## src/rtl/beg_pkg.sv

```systemverilog
package beg_pkg;
  localparam int EV_PF   = 0;
  localparam int EV_GP   = 1;
  localparam int EV_DBGF = 2;
  localparam int EV_STEP = 3;
  localparam int EV_NMI  = 4;
  localparam int EV_INTR = 5;
  localparam int NUM_EV  = 6;

  typedef logic [NUM_EV-1:0] ev_vec_t;

  // events blocked in the boundary right after a stack-segment load
  localparam ev_vec_t SHADOW_BLOCK =
    ev_vec_t'((1 << EV_DBGF) | (1 << EV_STEP) | (1 << EV_NMI) | (1 << EV_INTR));
endpackage

```

## src/rtl/beg_flag_ctl.sv

```systemverilog
module beg_flag_ctl #(
  parameter int PL_W = 2
) (
  input  logic            clk,
  input  logic            rst,
  input  logic            bnd,
  input  logic            clr_en,
  input  logic            set_en,
  input  logic            flags_ld,
  input  logic            ld_if,
  input  logic            gate_entry,
  input  logic            restart_rf,
  input  logic            commit_ok,
  input  logic [PL_W-1:0] cpl,
  input  logic [PL_W-1:0] iopl,
  output logic            if_next,
  output logic            priv_viol,
  output logic            if_q,
  output logic            rf_q
);
  logic priv_ok;

  assign priv_ok   = (cpl <= iopl);
  assign priv_viol = bnd & (clr_en | set_en) & ~priv_ok;

  always_comb begin
    if_next = if_q;
    if (bnd) begin
      if (gate_entry)              if_next = 1'b0;
      else if (flags_ld)           if_next = ld_if;
      else if (clr_en && priv_ok)  if_next = 1'b0;
      else if (set_en && priv_ok)  if_next = 1'b1;
    end
  end

  always_ff @(posedge clk) begin
    if (rst) begin
      if_q <= 1'b0;
      rf_q <= 1'b0;
    end else begin
      if_q <= if_next;
      if (restart_rf)              rf_q <= 1'b1;
      else if (bnd && commit_ok)   rf_q <= 1'b0;
    end
  end

  AST_PRIV_KEEPS_IF: assert property (@(posedge clk) disable iff (rst)
    (bnd && (clr_en || set_en) && (cpl > iopl) && !flags_ld && !gate_entry)
      |=> $stable(if_q));
  AST_GATE_CLEARS_IF: assert property (@(posedge clk) disable iff (rst)
    (bnd && gate_entry) |=> !if_q);
  AST_RESTART_SETS_RF: assert property (@(posedge clk) disable iff (rst)
    restart_rf |=> rf_q);
endmodule

```

## src/rtl/beg_nmi_track.sv

```systemverilog
module beg_nmi_track (
  input  logic clk,
  input  logic rst,
  input  logic bnd,
  input  logic iret,
  input  logic nmi_req,
  input  logic nmi_taken,
  output logic nmi_ready,
  output logic busy_q
);
  logic prev_q;
  logic pend_q;
  logic pend_eff;
  logic busy_eff;

  assign pend_eff  = pend_q | (nmi_req & ~prev_q);
  assign busy_eff  = busy_q & ~(bnd & iret);
  assign nmi_ready = pend_eff & ~busy_eff;

  always_ff @(posedge clk) begin
    if (rst) begin
      prev_q <= 1'b0;
      pend_q <= 1'b0;
      busy_q <= 1'b0;
    end else begin
      prev_q <= nmi_req;
      pend_q <= pend_eff & ~nmi_taken;
      if (bnd) busy_q <= nmi_taken | busy_eff;
    end
  end

  AST_NMI_BUSY_HOLDS: assert property (@(posedge clk) disable iff (rst)
    (busy_q && !(bnd && iret)) |=> busy_q);
  AST_NMI_EDGE_LATCH: assert property (@(posedge clk) disable iff (rst)
    (nmi_req && !prev_q && !nmi_taken) |=> pend_q);
endmodule

```

## src/rtl/beg_arbiter.sv

```systemverilog
module beg_arbiter
  import beg_pkg::*;
(
  input  logic    clk,
  input  logic    rst,
  input  logic    bnd,
  input  logic    shadow,
  input  ev_vec_t ev_raw,
  output ev_vec_t pick,
  output ev_vec_t take_q
);
  ev_vec_t ev_ok;

  for (genvar g = 0; g < NUM_EV; g++) begin : g_mask
    assign ev_ok[g] = ev_raw[g] & ~(shadow & SHADOW_BLOCK[g]);
  end

  always_comb begin
    logic found;
    pick  = '0;
    found = 1'b0;
    for (int i = 0; i < NUM_EV; i++) begin
      if (bnd && !found && ev_ok[i]) begin
        pick[i] = 1'b1;
        found   = 1'b1;
      end
    end
  end

  always_ff @(posedge clk) begin
    if (rst) take_q <= '0;
    else     take_q <= pick;
  end

  AST_TAKE_ONEHOT: assert property (@(posedge clk) disable iff (rst)
    $onehot0(take_q));
  AST_NO_BOUNDARY_NO_TAKE: assert property (@(posedge clk) disable iff (rst)
    !bnd |=> (take_q == '0));
  AST_PF_WINS: assert property (@(posedge clk) disable iff (rst)
    (bnd && ev_raw[EV_PF]) |=> take_q[EV_PF]);
  AST_SHADOW_BLOCKS: assert property (@(posedge clk) disable iff (rst)
    (bnd && shadow) |=> ((take_q & SHADOW_BLOCK) == '0));
endmodule

```

## src/rtl/boundary_event_gate.sv

```systemverilog
module boundary_event_gate
  import beg_pkg::*;
#(
  parameter int PL_W = 2
) (
  input  logic              clk,
  input  logic              rst,
  input  logic              bnd_valid,
  input  logic              ret_clr_en,
  input  logic              ret_set_en,
  input  logic              ret_flags_ld,
  input  logic              ret_ld_if,
  input  logic              ret_iret,
  input  logic              ret_ss_ld,
  input  logic              ret_gate_entry,
  input  logic              restart_rf,
  input  logic [PL_W-1:0]   cpl,
  input  logic [PL_W-1:0]   iopl,
  input  logic              nmi_req,
  input  logic              intr_req,
  input  logic              dbg_fault_req,
  input  logic              step_req,
  input  logic              pf_req,
  input  logic              gp_req,
  output logic [NUM_EV-1:0] take,
  output logic              if_flag,
  output logic              rf_flag,
  output logic              nmi_busy
);
  logic    if_next;
  logic    priv_viol;
  logic    nmi_ready;
  logic    commit_ok;
  ev_vec_t ev_raw;
  ev_vec_t pick;

  assign commit_ok = ~(pick[EV_PF] | pick[EV_GP] | pick[EV_DBGF]);

  beg_flag_ctl #(.PL_W(PL_W)) u_flags (
    .clk        (clk),
    .rst        (rst),
    .bnd        (bnd_valid),
    .clr_en     (ret_clr_en),
    .set_en     (ret_set_en),
    .flags_ld   (ret_flags_ld),
    .ld_if      (ret_ld_if),
    .gate_entry (ret_gate_entry),
    .restart_rf (restart_rf),
    .commit_ok  (commit_ok),
    .cpl        (cpl),
    .iopl       (iopl),
    .if_next    (if_next),
    .priv_viol  (priv_viol),
    .if_q       (if_flag),
    .rf_q       (rf_flag)
  );

  beg_nmi_track u_nmi (
    .clk       (clk),
    .rst       (rst),
    .bnd       (bnd_valid),
    .iret      (ret_iret),
    .nmi_req   (nmi_req),
    .nmi_taken (pick[EV_NMI]),
    .nmi_ready (nmi_ready),
    .busy_q    (nmi_busy)
  );

  always_comb begin
    ev_raw          = '0;
    ev_raw[EV_PF]   = pf_req;
    ev_raw[EV_GP]   = gp_req | priv_viol;
    ev_raw[EV_DBGF] = dbg_fault_req & ~rf_flag;
    ev_raw[EV_STEP] = step_req;
    ev_raw[EV_NMI]  = nmi_ready;
    ev_raw[EV_INTR] = intr_req & if_next;
  end

  beg_arbiter u_arb (
    .clk    (clk),
    .rst    (rst),
    .bnd    (bnd_valid),
    .shadow (ret_ss_ld),
    .ev_raw (ev_raw),
    .pick   (pick),
    .take_q (take)
  );

  AST_INTR_NEEDS_IF: assert property (@(posedge clk) disable iff (rst)
    take[EV_INTR] |-> if_flag);
  AST_NMI_MARKS_BUSY: assert property (@(posedge clk) disable iff (rst)
    take[EV_NMI] |-> nmi_busy);
  AST_RF_BLOCKS_DBG: assert property (@(posedge clk) disable iff (rst)
    take[EV_DBGF] |-> !$past(rf_flag));
endmodule

```

## config.mk

```make
export PLATFORM = sky130hd
export DESIGN_NAME = boundary_event_gate
export DESIGN_NICKNAME = d
export VERILOG_FILES = /design/src/rtl/beg_pkg.sv /design/src/rtl/beg_flag_ctl.sv /design/src/rtl/beg_nmi_track.sv /design/src/rtl/beg_arbiter.sv /design/src/rtl/boundary_event_gate.sv
export SDC_FILE = /design/constraint.sdc
export NUM_CORES = 1
export LEC_CHECK = 0
export ABC_AREA = 0
export BUFFER_PORTS_ARGS = -buffer_cell sky130_fd_sc_hd__buf_4
export CAP_MARGIN = 10
export CORE_AREA = 2 2 39 41
export CTS_CLUSTER_DIAMETER = 120
export CTS_CLUSTER_SIZE = 12
export DETAILED_ROUTE_END_ITERATION = 16
export DIE_AREA = 0 0 41 43
export GPL_ROUTABILITY_DRIVEN = 0
export PLACE_DENSITY = 0.74
export REMOVE_ABC_BUFFERS = 1
export SETUP_SLACK_MARGIN = 0.05
export SLEW_MARGIN = 25
export SYNTH_ARGS = -nofsm -noshare
export SYNTH_HDL_FRONTEND = slang
export SYNTH_SLANG_ARGS = --single-unit
```

## constraint.sdc

```tcl
create_clock -name clk -period 1.8 [get_ports clk]
set_input_delay 0.09 -clock clk [delete_from_list [all_inputs] [get_ports clk]]
set_output_delay 0.09 -clock clk [all_outputs]
set_load 0.1 [all_outputs]
```

Word level (Yosys, flattened, before mapping):

Index checks and enable logic that the tools add are counted.

* $lt $le $gt $ge: 1
* mux-type cells: 17
* bitwise logic cells: 27
* reductions and logical operators: 20

Operators by type and width (number)
* $mux W1: 17
* $logic_and A1 B1 Y1: 14
* $and A1 B1 Y1: 13
* $not A1 Y1: 8
* $or A1 B1 Y1: 6
* $logic_not A1 Y1: 5
* $le A2 B2 Y1: 1
* $reduce_bool A2 Y1: 1

* flip-flop bits (word level): 11
* logic and storage cells: 71

Depth between registers and ports, before layout:

* depth in word-level cells: 22
* gate-level depth with buffers: 6
* gate-level depth less buffers: 6

Cells and area by module:

From an unflattened synthesis, not the netlist that was laid out.

* cell total of the unflattened synthesis: 63
* area, all modules: 605.6 um2

Modules (own cells, without submodules)
* beg_arbiter: instances 1, cells each 24, area an instance 275.3 um2
* beg_flag_ctl: instances 1, cells each 24, area an instance 183.9 um2
* beg_nmi_track: instances 1, cells each 11, area an instance 122.6 um2
* boundary_event_gate: instances 1, cells each 4, area an instance 23.8 um2

Least setup slack after synthesis:

No wires, ideal clock.

* path type: flip-flop to flip-flop
* from: register u_flags.rf_q
* to: register u_arb.take_q[5]
* library setup time: 0.088 ns
* data arrival time: 1.579 ns
* path slack: 0.133 ns
* cell stages (with the launch flop): 4
* buffers on the path: 0
* period minus slack after synthesis: 1.667 ns
* path through: dfxtp_1 nand2b_1 nand4_2 nor4_2

* word-level cells in the longest chain between the ends: 17

Ends and longest elaborated chain
* from (decl): RTL line beg_flag_ctl.sv:19 `output logic rf_q`
* from (signal assigned): RTL line beg_flag_ctl.sv:39 `rf_q <= 1'b0;`
* from (signal assigned): RTL line beg_flag_ctl.sv:42 `if (restart_rf) rf_q <= 1'b1;`
* from (signal assigned): RTL line beg_flag_ctl.sv:43 `else if (bnd && commit_ok) rf_q <= 1'b0;`
* $not A1 Y1 (*): RTL line boundary_event_gate.sv:73 `ev_raw[EV_DBGF] = dbg_fault_req & ~rf_flag;`
* $and A1 B1 Y1 (*): RTL line boundary_event_gate.sv:73
* $and A1 B1 Y1 (*): RTL line beg_arbiter.sv:15 `assign ev_ok[g] = ev_raw[g] & ~(shadow & SHADOW_BLOCK[g]);`
* $logic_and A1 B1 Y1 (*): RTL line beg_arbiter.sv:23 `if (bnd && !found && ev_ok[i]) begin`
* $mux W1 (*): RTL line beg_arbiter.sv:23
* $logic_not A1 Y1: RTL line beg_arbiter.sv:23
* $logic_and A1 B1 Y1 (2 in a row): RTL line beg_arbiter.sv:23
* $mux W1 (*): RTL line beg_arbiter.sv:23
* $logic_not A1 Y1: RTL line beg_arbiter.sv:23
* $logic_and A1 B1 Y1 (2 in a row): RTL line beg_arbiter.sv:23
* $mux W1 (*): RTL line beg_arbiter.sv:23
* $logic_not A1 Y1 (*): RTL line beg_arbiter.sv:23
* $logic_and A1 B1 Y1 (*) (2 in a row): RTL line beg_arbiter.sv:23
* $mux W1 (*): RTL line beg_arbiter.sv:23
* to (signal assigned): RTL line beg_arbiter.sv:32 `else take_q <= pick;`
* to (decl): RTL line beg_arbiter.sv:10 `output ev_vec_t take_q`

Mark *: on every way between the ends. The rest lies on a longest branch, timed or not.
A chain may end at the register's enable or synchronous reset.

Final worst setup path:

* from: input port ret_ss_ld
* to: register u_arb.take_q[5]

* word-level cells in the longest chain between the ends: 16

Ends and longest elaborated chain
* from (decl): RTL line boundary_event_gate.sv:14 `input logic ret_ss_ld,`
* $not A1 Y1 (*): RTL line beg_arbiter.sv:15
* $and A1 B1 Y1: RTL line beg_arbiter.sv:15
* $logic_and A1 B1 Y1: RTL line beg_arbiter.sv:23
* $mux W1: RTL line beg_arbiter.sv:23
* $logic_not A1 Y1: RTL line beg_arbiter.sv:23
* $logic_and A1 B1 Y1 (2 in a row): RTL line beg_arbiter.sv:23
* $mux W1: RTL line beg_arbiter.sv:23
* $logic_not A1 Y1: RTL line beg_arbiter.sv:23
* $logic_and A1 B1 Y1 (2 in a row): RTL line beg_arbiter.sv:23
* $mux W1: RTL line beg_arbiter.sv:23
* $logic_not A1 Y1: RTL line beg_arbiter.sv:23
* $logic_and A1 B1 Y1: RTL line beg_arbiter.sv:23
* $logic_and A1 B1 Y1 (*): RTL line beg_arbiter.sv:23
* $mux W1 (*): RTL line beg_arbiter.sv:23

Marked as above.

==> results.ini <==
[final_layout]
drive_gt1_frac=0.4598
seqCellArea_um2=220.2
final_cells=103
final_core_util=0.5796
final_nets=111
syn2layout_area_growth_pct=50.47
mostFrequentLayoutCells=buf_4 (29), dfxtp_1 (11), inv_1 (5), nand2_1 (5)
fillers=128
diodes=0
multiInputGateArea_um2=289.0
final_common_cell=buf_4

[timing]
fin_setup_tns_ns=0
min_period_ns=1.157
tightest_slew_ns=0.2698
hold_viol=0
setup_violations=0
relSlewSlack=0.8197
rsz0062_at_grt=no
final.period_utilization=0.6430
finalMaxSlewViolations=0
finClkSkew_ns=0.004203
fmax_mhz=864.1

[status]
outcome=completed

[critical_path]
cp_slowest_stage_delay_ns=0.54
endpoint_kind=flip-flop
crit_path_cell_trace=dlygate4sd3_1 > buf_4 > nor2_1 > nand4_2 > nor4_2
cp-start-kind=input pin
cp.required_ns=1.98
worstSetupPathType=in -> reg
worst_r2r_endpoint=u_arb.take_q[5]
cp_top_family=buffers and inverters
reg2regPathDepth=3
crit_fanout=4
slowest_stage=dlygate4sd3_1
r2r_start=u_flags.rf_q
worst-path-buf-inv=2
r2r_slack_ns=0.77
arrival_ns=1.34

[clock_network]
tritoncts=done
clkTransAtPathRegs_ns=0.06
htreeDepth=1
cts_resized=0
cts_hold_buffers=1
root_buffer=clkbuf_4
cts_sinks=11
clock_path_buffers=2
clkLatencyLatePin_ns=0.26
post-cts-setup-buffers=0
numCtsBuffers=3

[synthesis]
netlist_area_um2=533.0
synth.top_cell.area_share=0.4131
syn-mean-instance-area_um2=9.871
syn_inst=54
synthTopCellsByArea=dfxtp_1 (41%), o221ai_4 (4.9%), ha_1 (4.7%)
ys_ff_latch=11
ys_types=25
yosys.area.top_type=dfxtp_1
yosysWarnings=0
yosysSeqAreaShare=0.4131

[hold_path]
hold_start=pf_req
hold_class=in -> reg
hold_end=u_arb.take_q[1]
holdPathStages=2

[global_route]
grt_max_degree=11
gr-usage-met1=0.2320
grt_pass1_wl_um=2056
grtUsageMet2=0.2344
grt_util_all_layers=0.1715
grt_pass1_vias=499
grt_overflow_total=0
globalRoute.busiestLayer=met2
grt_util_met3=0.04712
grt_antenna_before_repair=0

[placement]
dp_hpwl_um=913.9
dpl.cell_count=98
io_buffers=29

[detailed_routing]
wire_per_inst_um=10.80
drtIter0Drc=2
drc=0
totalWireLength_um=1112
vias=493
via_per_inst=4.786
drtAntennaViolNets=0
drt-pass1-iter-count=3

[floorplanning]
core_region_area_um2=1384
die_y_um=43
die_x_um=41
pin_count=30
rows=14
initial_utilization=0.3852
fp.dieArea_um2=1763

[power_and_ir_drop]
peakVddDrop_mv=0.3711
power_density_nw_per_um2=723.5
leakage_nw=0.3818

[job]
maxCapViolCount=0

==> area by class of cell <==
| class | instances | area share |
|---|---|---|
| Sequential cell | 11 | 0.2746 |
| Inverter | 5 | 0.02340 |
| Multi-Input combinational cell | 37 | 0.3604 |
| Clock buffer | 4 | 0.03276 |
| Timing Repair Buffer | 30 | 0.2839 |
| Tap cell | 16 | 0.02496 |
==> metrics by stage <==
stage                     hold WS [ns]  cell area, um^2  total power (W)  setup slack [ns]
after floorplan                 0.1614            528.0        0.0003603            0.1332
after global placement          0.2732            765.7        0.0004192            0.4804
after detailed placement        0.2773            765.7        0.0004208            0.4524
after CTS                    0.0007678            802.0        0.0005899            0.6457
after global routing          0.003966            802.0        0.0006180            0.5630
final                          0.01332            802.0        0.0005803            0.6427
==> logic make-up (layout without fill, tap and decap cells) <==
group                      count (synthesis)  count (layout)  share of synthesized area
and+or+nand+nor                           22              22                     0.2911
DFF                                       11              11                     0.4131
buffers and inverters                      6              39                    0.04460
adders and majority gates                  2               2                    0.04694
AOI/OAI and AO/OA                         13              13                     0.2042
==> registers in the layout (all words and copies together), names as in the netlist <==
register,flops
u_arb.take_q,6
u_flags.if_q,1
u_nmi.prev_q,1
u_nmi.pend_q,1
u_nmi.busy_q,1
u_flags.rf_q,1
==> how the worst max path moves through the flow <==
stage	startpoint	end	slack [ns]	cells after the start
finish	ret_ss_ld	u_arb.take_q[5]	0.64	5
global route	ret_ss_ld	u_arb.take_q[5]	0.56	5
CTS	ret_ss_ld	u_arb.take_q[5]	0.65	5
detailed placement	cpl[1]	u_arb.take_q[5]	0.45	6
global placement	cpl[1]	u_arb.take_q[5]	0.48	6
floorplan	u_flags.rf_q	u_arb.take_q[5]	0.13	3
==> Yosys cell counts, drive strengths merged <==
library cell	instances
dfxtp	11
inv	5
nand2	5
nor2b	4
nor4	4
a21oi	3
nor2	3
ha	2
o21a	2
o21ai	2
a21boi	1
a22o	1
a41o	1
and3	1
buf	1
nand2b	1
nand3b	1
nand4	1
nor3b	1
nor4b	1
o211ai	1
o221ai	1
o31ai	1
==> power breakdown <==
group	leakage (nW)	internal (W)	switching [W]	total, W
registers	0.0900	0.000252	0.00000323	0.000256
logic	0.277	0.0000674	0.0000929	0.000160
clock network	0.0150	0.0000856	0.0000788	0.000164
==> routing by layer <==
metal	share of wire	routed length, um
met4	0.012	13
met2	0.48	529
met5	0	0
met1	0.45	501
met3	0.061	68
No activity file was read; power rests on OpenSTA's default activity.
